File: src/rtl/gpio_pkg.sv
package gpio_pkg;

    localparam int STYLE_W       = 3;
    localparam int LINES_PER_REG = 8;

    typedef logic [STYLE_W-1:0] style_t;

    localparam style_t STY_HIGH = 3'd0;
    localparam style_t STY_LOW  = 3'd1;
    localparam style_t STY_RISE = 3'd2;
    localparam style_t STY_FALL = 3'd3;
    localparam style_t STY_ANY  = 3'd4;

    localparam int A_OUT  = 0;
    localparam int A_DIR  = 1;
    localparam int A_IN   = 2;
    localparam int A_STY0 = 3;
    localparam int A_STAT = 5;

    function automatic logic is_level(style_t s);
        return (s == STY_HIGH) || (s == STY_LOW);
    endfunction

    function automatic logic level_val(style_t s, logic cur);
        return (s == STY_LOW) ? ~cur : cur;
    endfunction

    function automatic logic edge_hit(style_t s, logic cur, logic prev);
        case (s)
            STY_RISE: return cur & ~prev;
            STY_FALL: return ~cur & prev;
            STY_ANY:  return cur ^ prev;
            default:  return 1'b0;
        endcase
    endfunction

endpackage

File: src/rtl/gpio_sync.sv
module gpio_sync #(
    parameter int WIDTH = 16
) (
    input  logic             clk,
    input  logic             rst,
    input  logic [WIDTH-1:0] pad_i,
    output logic [WIDTH-1:0] sync_o,
    output logic [WIDTH-1:0] prev_o
);
    logic [WIDTH-1:0] meta_q;
    logic [1:0]       age_q;

    always_ff @(posedge clk) begin
        if (rst) begin
            meta_q <= '0;
            sync_o <= '0;
            prev_o <= '0;
            age_q  <= '0;
        end else begin
            meta_q <= pad_i;
            sync_o <= meta_q;
            prev_o <= sync_o;
            if (age_q != 2'd3) age_q <= age_q + 2'd1;
        end
    end

    AST_SYNC_TWO_STAGE: assert property (@(posedge clk) disable iff (rst)
        (age_q >= 2'd2) |-> (sync_o == $past(pad_i, 2)));

    AST_PREV_ONE_BEHIND: assert property (@(posedge clk) disable iff (rst)
        (age_q >= 2'd1) |-> (prev_o == $past(sync_o)));

endmodule

File: src/rtl/gpio_line_irq.sv
module gpio_line_irq
    import gpio_pkg::*;
(
    input  logic   clk,
    input  logic   rst,
    input  style_t style,
    input  logic   cur,
    input  logic   prev,
    input  logic   clr,
    input  logic   restyle,
    output logic   irq
);
    logic pend_q;
    logic hit;

    assign hit = edge_hit(style, cur, prev);

    always_ff @(posedge clk) begin
        if (rst)          pend_q <= 1'b0;
        else if (restyle) pend_q <= 1'b0;
        else if (hit)     pend_q <= 1'b1;
        else if (clr)     pend_q <= 1'b0;
    end

    always_comb begin
        if (is_level(style)) irq = level_val(style, cur);
        else                 irq = pend_q;
    end

    AST_PEND_NEEDS_EDGE: assert property (@(posedge clk) disable iff (rst)
        $rose(pend_q) |-> $past(cur != prev));

    AST_RESTYLE_CLEARS: assert property (@(posedge clk) disable iff (rst)
        (style != $past(style)) |-> !pend_q);

    AST_CLEAR_WORKS: assert property (@(posedge clk) disable iff (rst)
        (pend_q && clr && !hit && !restyle) |=> !pend_q);

    AST_RESERVED_QUIET: assert property (@(posedge clk) disable iff (rst)
        (style > STY_ANY) |-> !irq);

endmodule

File: src/rtl/gpio_irq_ctrl.sv
module gpio_irq_ctrl
    import gpio_pkg::*;
#(
    parameter int NUM_LINES = 16,
    parameter int DATA_W    = 32,
    parameter int ADDR_W    = 3
) (
    input  logic                 clk,
    input  logic                 rst,
    input  logic                 bus_sel,
    input  logic                 bus_wr,
    input  logic [ADDR_W-1:0]    bus_addr,
    input  logic [DATA_W-1:0]    bus_wdata,
    output logic [DATA_W-1:0]    bus_rdata,
    input  logic [NUM_LINES-1:0] pad_in,
    output logic [NUM_LINES-1:0] pad_out,
    output logic [NUM_LINES-1:0] pad_oe,
    output logic [NUM_LINES-1:0] irq_out
);
    localparam int STY_BITS = STYLE_W * LINES_PER_REG;

    logic                 wr;
    logic [NUM_LINES-1:0] out_q;
    logic [NUM_LINES-1:0] dir_q;
    logic [NUM_LINES-1:0] sync_v;
    logic [NUM_LINES-1:0] prev_v;
    style_t               style_q [NUM_LINES];
    logic                 unused_wdata_hi;

    assign wr              = bus_sel & bus_wr;
    assign unused_wdata_hi = ^bus_wdata[DATA_W-1:STY_BITS];

    always_ff @(posedge clk) begin
        if (rst) begin
            out_q <= '0;
            dir_q <= '1;
        end else if (wr) begin
            if (bus_addr == ADDR_W'(A_OUT)) out_q <= bus_wdata[NUM_LINES-1:0];
            if (bus_addr == ADDR_W'(A_DIR)) dir_q <= bus_wdata[NUM_LINES-1:0];
        end
    end

    assign pad_out = out_q;
    assign pad_oe  = ~dir_q;

    gpio_sync #(.WIDTH(NUM_LINES)) u_sync (
        .clk    (clk),
        .rst    (rst),
        .pad_i  (pad_in),
        .sync_o (sync_v),
        .prev_o (prev_v)
    );

    for (genvar n = 0; n < NUM_LINES; n++) begin : g_line
        localparam int FIELD_LSB = STYLE_W * (n % LINES_PER_REG);
        localparam int REG_ADDR  = A_STY0 + n / LINES_PER_REG;

        style_t new_style;
        logic   sty_wr;
        logic   restyle;
        logic   clr;

        assign new_style = bus_wdata[FIELD_LSB +: STYLE_W];
        assign sty_wr    = wr && (bus_addr == ADDR_W'(REG_ADDR));
        assign restyle   = sty_wr && (new_style != style_q[n]);
        assign clr       = wr && (bus_addr == ADDR_W'(A_STAT)) && bus_wdata[n];

        always_ff @(posedge clk) begin
            if (rst)         style_q[n] <= STY_HIGH;
            else if (sty_wr) style_q[n] <= new_style;
        end

        gpio_line_irq u_irq (
            .clk     (clk),
            .rst     (rst),
            .style   (style_q[n]),
            .cur     (sync_v[n]),
            .prev    (prev_v[n]),
            .clr     (clr),
            .restyle (restyle),
            .irq     (irq_out[n])
        );
    end

    always_comb begin
        bus_rdata = '0;
        if (bus_addr == ADDR_W'(A_OUT))  bus_rdata[NUM_LINES-1:0] = out_q;
        if (bus_addr == ADDR_W'(A_DIR))  bus_rdata[NUM_LINES-1:0] = dir_q;
        if (bus_addr == ADDR_W'(A_IN))   bus_rdata[NUM_LINES-1:0] = sync_v;
        if (bus_addr == ADDR_W'(A_STAT)) bus_rdata[NUM_LINES-1:0] = irq_out;
        for (int n = 0; n < NUM_LINES; n++) begin
            if (bus_addr == ADDR_W'(A_STY0 + n / LINES_PER_REG))
                bus_rdata[STYLE_W*(n % LINES_PER_REG) +: STYLE_W] = style_q[n];
        end
    end

    AST_OE_FOLLOWS_DIR: assert property (@(posedge clk) disable iff (rst)
        $past(wr && bus_addr == ADDR_W'(A_DIR)) |->
            (pad_oe == ~$past(bus_wdata[NUM_LINES-1:0])));

endmodule

File: config.mk
export PLATFORM = sky130hd
export DESIGN_NAME = gpio_irq_ctrl
export DESIGN_NICKNAME = d
export VERILOG_FILES = /design/src/rtl/gpio_pkg.sv /design/src/rtl/gpio_sync.sv /design/src/rtl/gpio_line_irq.sv /design/src/rtl/gpio_irq_ctrl.sv
export SDC_FILE = /design/constraint.sdc
export NUM_CORES = 1
export LEC_CHECK = 0
export BUFFER_PORTS_ARGS = -buffer_cell sky130_fd_sc_hd__buf_2
export CAP_MARGIN = 20
export CORE_MARGIN = 8
export CORE_UTILIZATION = 48
export CTS_BUF_LIST = sky130_fd_sc_hd__clkbuf_16
export CTS_CLUSTER_DIAMETER = 60
export DETAILED_ROUTE_END_ITERATION = 8
export HOLD_SLACK_MARGIN = 0.05
export PLACE_DENSITY = 0.73
export SKIP_CTS_REPAIR_TIMING = 1
export SLEW_MARGIN = 0
export SYNTH_ARGS = -nofsm -noshare
export SYNTH_HDL_FRONTEND = slang
export SYNTH_SLANG_ARGS = --single-unit
File: constraint.sdc
create_clock -name clk -period 3.3 [get_ports clk]
set_input_delay 0.495 -clock clk [delete_from_list [all_inputs] [get_ports clk]]
set_output_delay 0.495 -clock clk [all_outputs]
set_load 0.005 [all_outputs]
==> impl_metrics.py <==
metrics = {
    "global_route": {
        "gr-usage-all-layers": 0.203,
        "grt-ovfl-total": 0,
        "grt_use_met2": 0.300,
        "grt_max_degree": 57,
        "grt_pass1_vias": 6353,
        "grt_busiest_layer": "met2",
        "grt_use_met1": 0.280,
        "antenna_found_initial": 0,
        "met3_usage": 0.0514,
        "grt_pass1_wl_mm": 35.2,
    },
    "timing": {
        "skew_ns": 0.00924,
        "final.period_utilization": 0.892,
        "setup_slack_ns": 0.356,
        "max_slew_margin": 0.311,
        "timing.fmax_ghz": 0.340,
        "drv_slew": 0,
        "setup_viol": 0,
        "period_minus_slack_ns": 2.94,
        "final_hold_viol_count": 0,
        "rsz0062_at_grt": "false",
        "tightest_slew_ns": 1.03,
        "setup-tns-final_ns": 0,
    },
    "worst_setup_path": {
        "path_class": "primary input to output port",
        "critical_path.max_stage_delay_ns": 0.81,
        "crit_family": "simple AND/OR/NAND/NOR gates",
        "cp-start-kind": "primary input",
        "path_buf_inv": 3,
        "path_cells": "buf_2 > buf_12 > or2_1 > a211o_1 > a21oi_1 > buf_2",
        "crit_slowest_cell": "or2_1",
        "critPathMostFrequentCell": "buf_2",
        "crit_required_ns": 2.80,
        "path_depth": 6,
        "cp_max_fo": 34,
        "cp.arrival_ns": 2.45,
        "rr_worst_depth": 3,
        "end_kind": "output port",
    },
    "power": {
        "p_leak_nw": 3.87,
        "powerDensity_nw_per_um2": 466,
        "ir_worst_vdd_uv": 424,
        "total_power_w": 0.00443,
    },
    "synthesis": {
        "synth-edff-count": 48,
        "ys_seq_area_frac": 0.402,
        "yosysWarnings": 0,
        "synth_area_leader_cell": "dfxtp_1",
        "synth-xor-area-share": 0.0670,
        "postSynthCellCount": 858,
        "synth_seq_cells": 144,
        "synth_top_family_by_area": "simple AND/OR/NAND/NOR gates",
        "synthSimpleGateAreaFrac": 0.188,
        "synth.area.top_cells": "dfxtp_1, edfxtp_1, xor2_1, ha_1, a211o_1",
        "synth_fa_ha_area_frac": 0.0479,
        "synthTopCellsByCount": "dfxtp_1, inv_1, xor2_1",
        "synthMuxAreaShare": 0.0215,
        "synth.most_common_cell": "dfxtp_1",
        "async_flop_share": 0,
        "syn_area_um2": 8360,
        "yosysTopAreaCellShare": 0.230,
        "syn_area_per_cell_um2": 9.75,
        "synth-main-ff-cell": "dfxtp_1",
        "synth_cell_types": 46,
        "synth_compound_area_frac": 0.184,
    },
    "placement": {
        "dp.cells": 1129,
        "dp_hpwl_mm": 15.7,
        "numPortBuffers": 118,
        "place_ws_ns": 0.273,
        "gp_routability_congestion": 0.825,
    },
    "detailed_routing": {
        "routed_via_density": 5.80,
        "wl_per_cell_um": 19.2,
        "ant_nets": 0,
        "routed_wirelength_mm": 22.3,
        "via_count": 6737,
        "first_pass_iters": 5,
        "drcViolationCount": 0,
        "drt_first_iter_violations": 588,
    },
    "clock_network": {
        "cts_tree": "done",
        "numCtsBuffers": 17,
        "clk_path_buf_depth": 2,
        "insertion_delay_ns": 0.43,
        "clkTransAtPathRegs_ns": 0.06,
        "clock-sinks": 144,
        "cts_root_buf": "clkbuf_16",
        "cts.htree.levels": 4,
    },
    "die": {
        "dieArea_um2": 21900,
        "die_x_um": 148,
        "row_count": 48,
        "io_pins": 135,
        "start_util": 0.487,
        "core_area_um2": 17200,
        "dieHeight_um": 148,
    },
    "cells_and_area": {
        "fill_cells": 1546,
        "multiInputGateArea_um2": 4280,
        "areaGrowthSynthToFinish_pct": 13.5,
        "antenna_cells": 0,
        "instances_no_fill": 1162,
        "utilization": 0.553,
        "layout-drive-gt1-share": 0.219,
        "register_area_um2": 3360,
        "num-nets-final": 1011,
    },
    "hold_path": {
        "hold_path_class": "primary input to register",
        "hold_depth": 2,
    },
    "outcome": {
        "outcome": "complete, no violations",
    },
    "job": {
        "drv_cap": 0,
    },
}
power breakdown:
| part | total [W] | switching (W) | internal, W |
|---|---|---|---|
| logic | 0.000589 | 0.000331 | 0.000258 |
| registers | 0.00203 | 0.000111 | 0.00192 |
| clock network | 0.00181 | 0.000793 | 0.00101 |
| total | 0.00443 | 0.00124 | 0.00319 |
worst reg2reg max path: cells and delay by family (launching register included):
family,cells,cell delay [ns]
compound gates,1,0.15
simple gates,1,0.53
xor+xnor,1,0.20
flops,1,0.51
layout by cell type (no fill, tap or decap), types with 2 or more instances in the layout:
master and instances:
buf_2 117, dfxtp_1 96, inv_1 64, xor2_1 64
a21oi_1 48, edfxtp_1 48, o21bai_1 32, nor4_1 32
a211o_1 32, nor2b_1 32, o21ai_0 32, ha_1 32
nor2_1 18, clkbuf_16 18, nand3b_1 17, o31a_1 16
nor3b_1 16, o311ai_0 16, o22ai_1 16, and2_1 16
and3_1 16, nor4b_1 16, mux2_2 16, or4_1 16
a32oi_1 16, nand3_1 16, nor4_2 15, buf_4 13
a22o_1 8, conb_1 8, inv_4 5, buf_12 4
nand2_1 3, inv_6 3, clkinvlp_4 3, clkinv_4 2
per-layer routing:
metal / vias up / share of wire
met2: 258 / 0.45
met3: 23 / 0.089
met1: 3205 / 0.45
met5: - / 0
li1: 3251 / -
met4: 0 / 0.016
state kept, by name, indices dropped and copies added, names as in the netlist:
name,cells
g_line.u_irq.pend_q,16
dir_q,16
pad_out,16
u_sync.prev_o,16
u_sync.meta_q,16
style_q,48
u_sync.sync_o,16
area by class of cell:
cell class | count | share of cell area
multi-input combinational | 562 | 0.451
sequential | 144 | 0.354
timing repair buffer | 135 | 0.0816
clock buffer | 18 | 0.0474
tap | 225 | 0.0297
inverter | 64 | 0.0253
clock inverter | 14 | 0.0107
metrics by stage:
| stage | area (um^2) | hold slack, ns |
|---|---|---|
| 2_1_floorplan | 8390 | 0.414 |
| 3_3_place_gp | 8930 | 0.423 |
| 3_5_place_dp | 8930 | 0.425 |
| 4_1_cts | 9480 | 0.259 |
| 5_1_grt | 9490 | 0.268 |
| 6_report | 9490 | 0.276 |
final timing paths:
| path | from | end | slack (ns) |
|---|---|---|---|
| worst max register to register | style_q[0][17]$_SDFFCE_PN0P_ | g_line[5].u_irq.pend_q$_SDFFE_PP0P_ | 1.83 |
| worst max-delay path | bus_addr[0] | bus_rdata[11] | 0.36 |
| worst min register to register | u_sync.meta_q[10]$_SDFF_PP0_ | u_sync.sync_o[10]$_SDFF_PP0_ | 0.43 |
| worst min-delay path | pad_in[6] | u_sync.meta_q[6]$_SDFF_PP0_ | 0.28 |
logic make-up (layout without fill, tap and decap cells):
group | after synthesis | after routing
flip-flops | 144 | 144
other | 1 | 8
AND/OR/NAND/NOR | 224 | 224
buffers and inverters | 159 | 231
multiplexers | 16 | 16
XOR/XNOR | 64 | 64
adder cells (fa/ha/maj) | 32 | 32
AO/OA/AOI/OAI | 218 | 218
(Power assumes the default switching activity.)
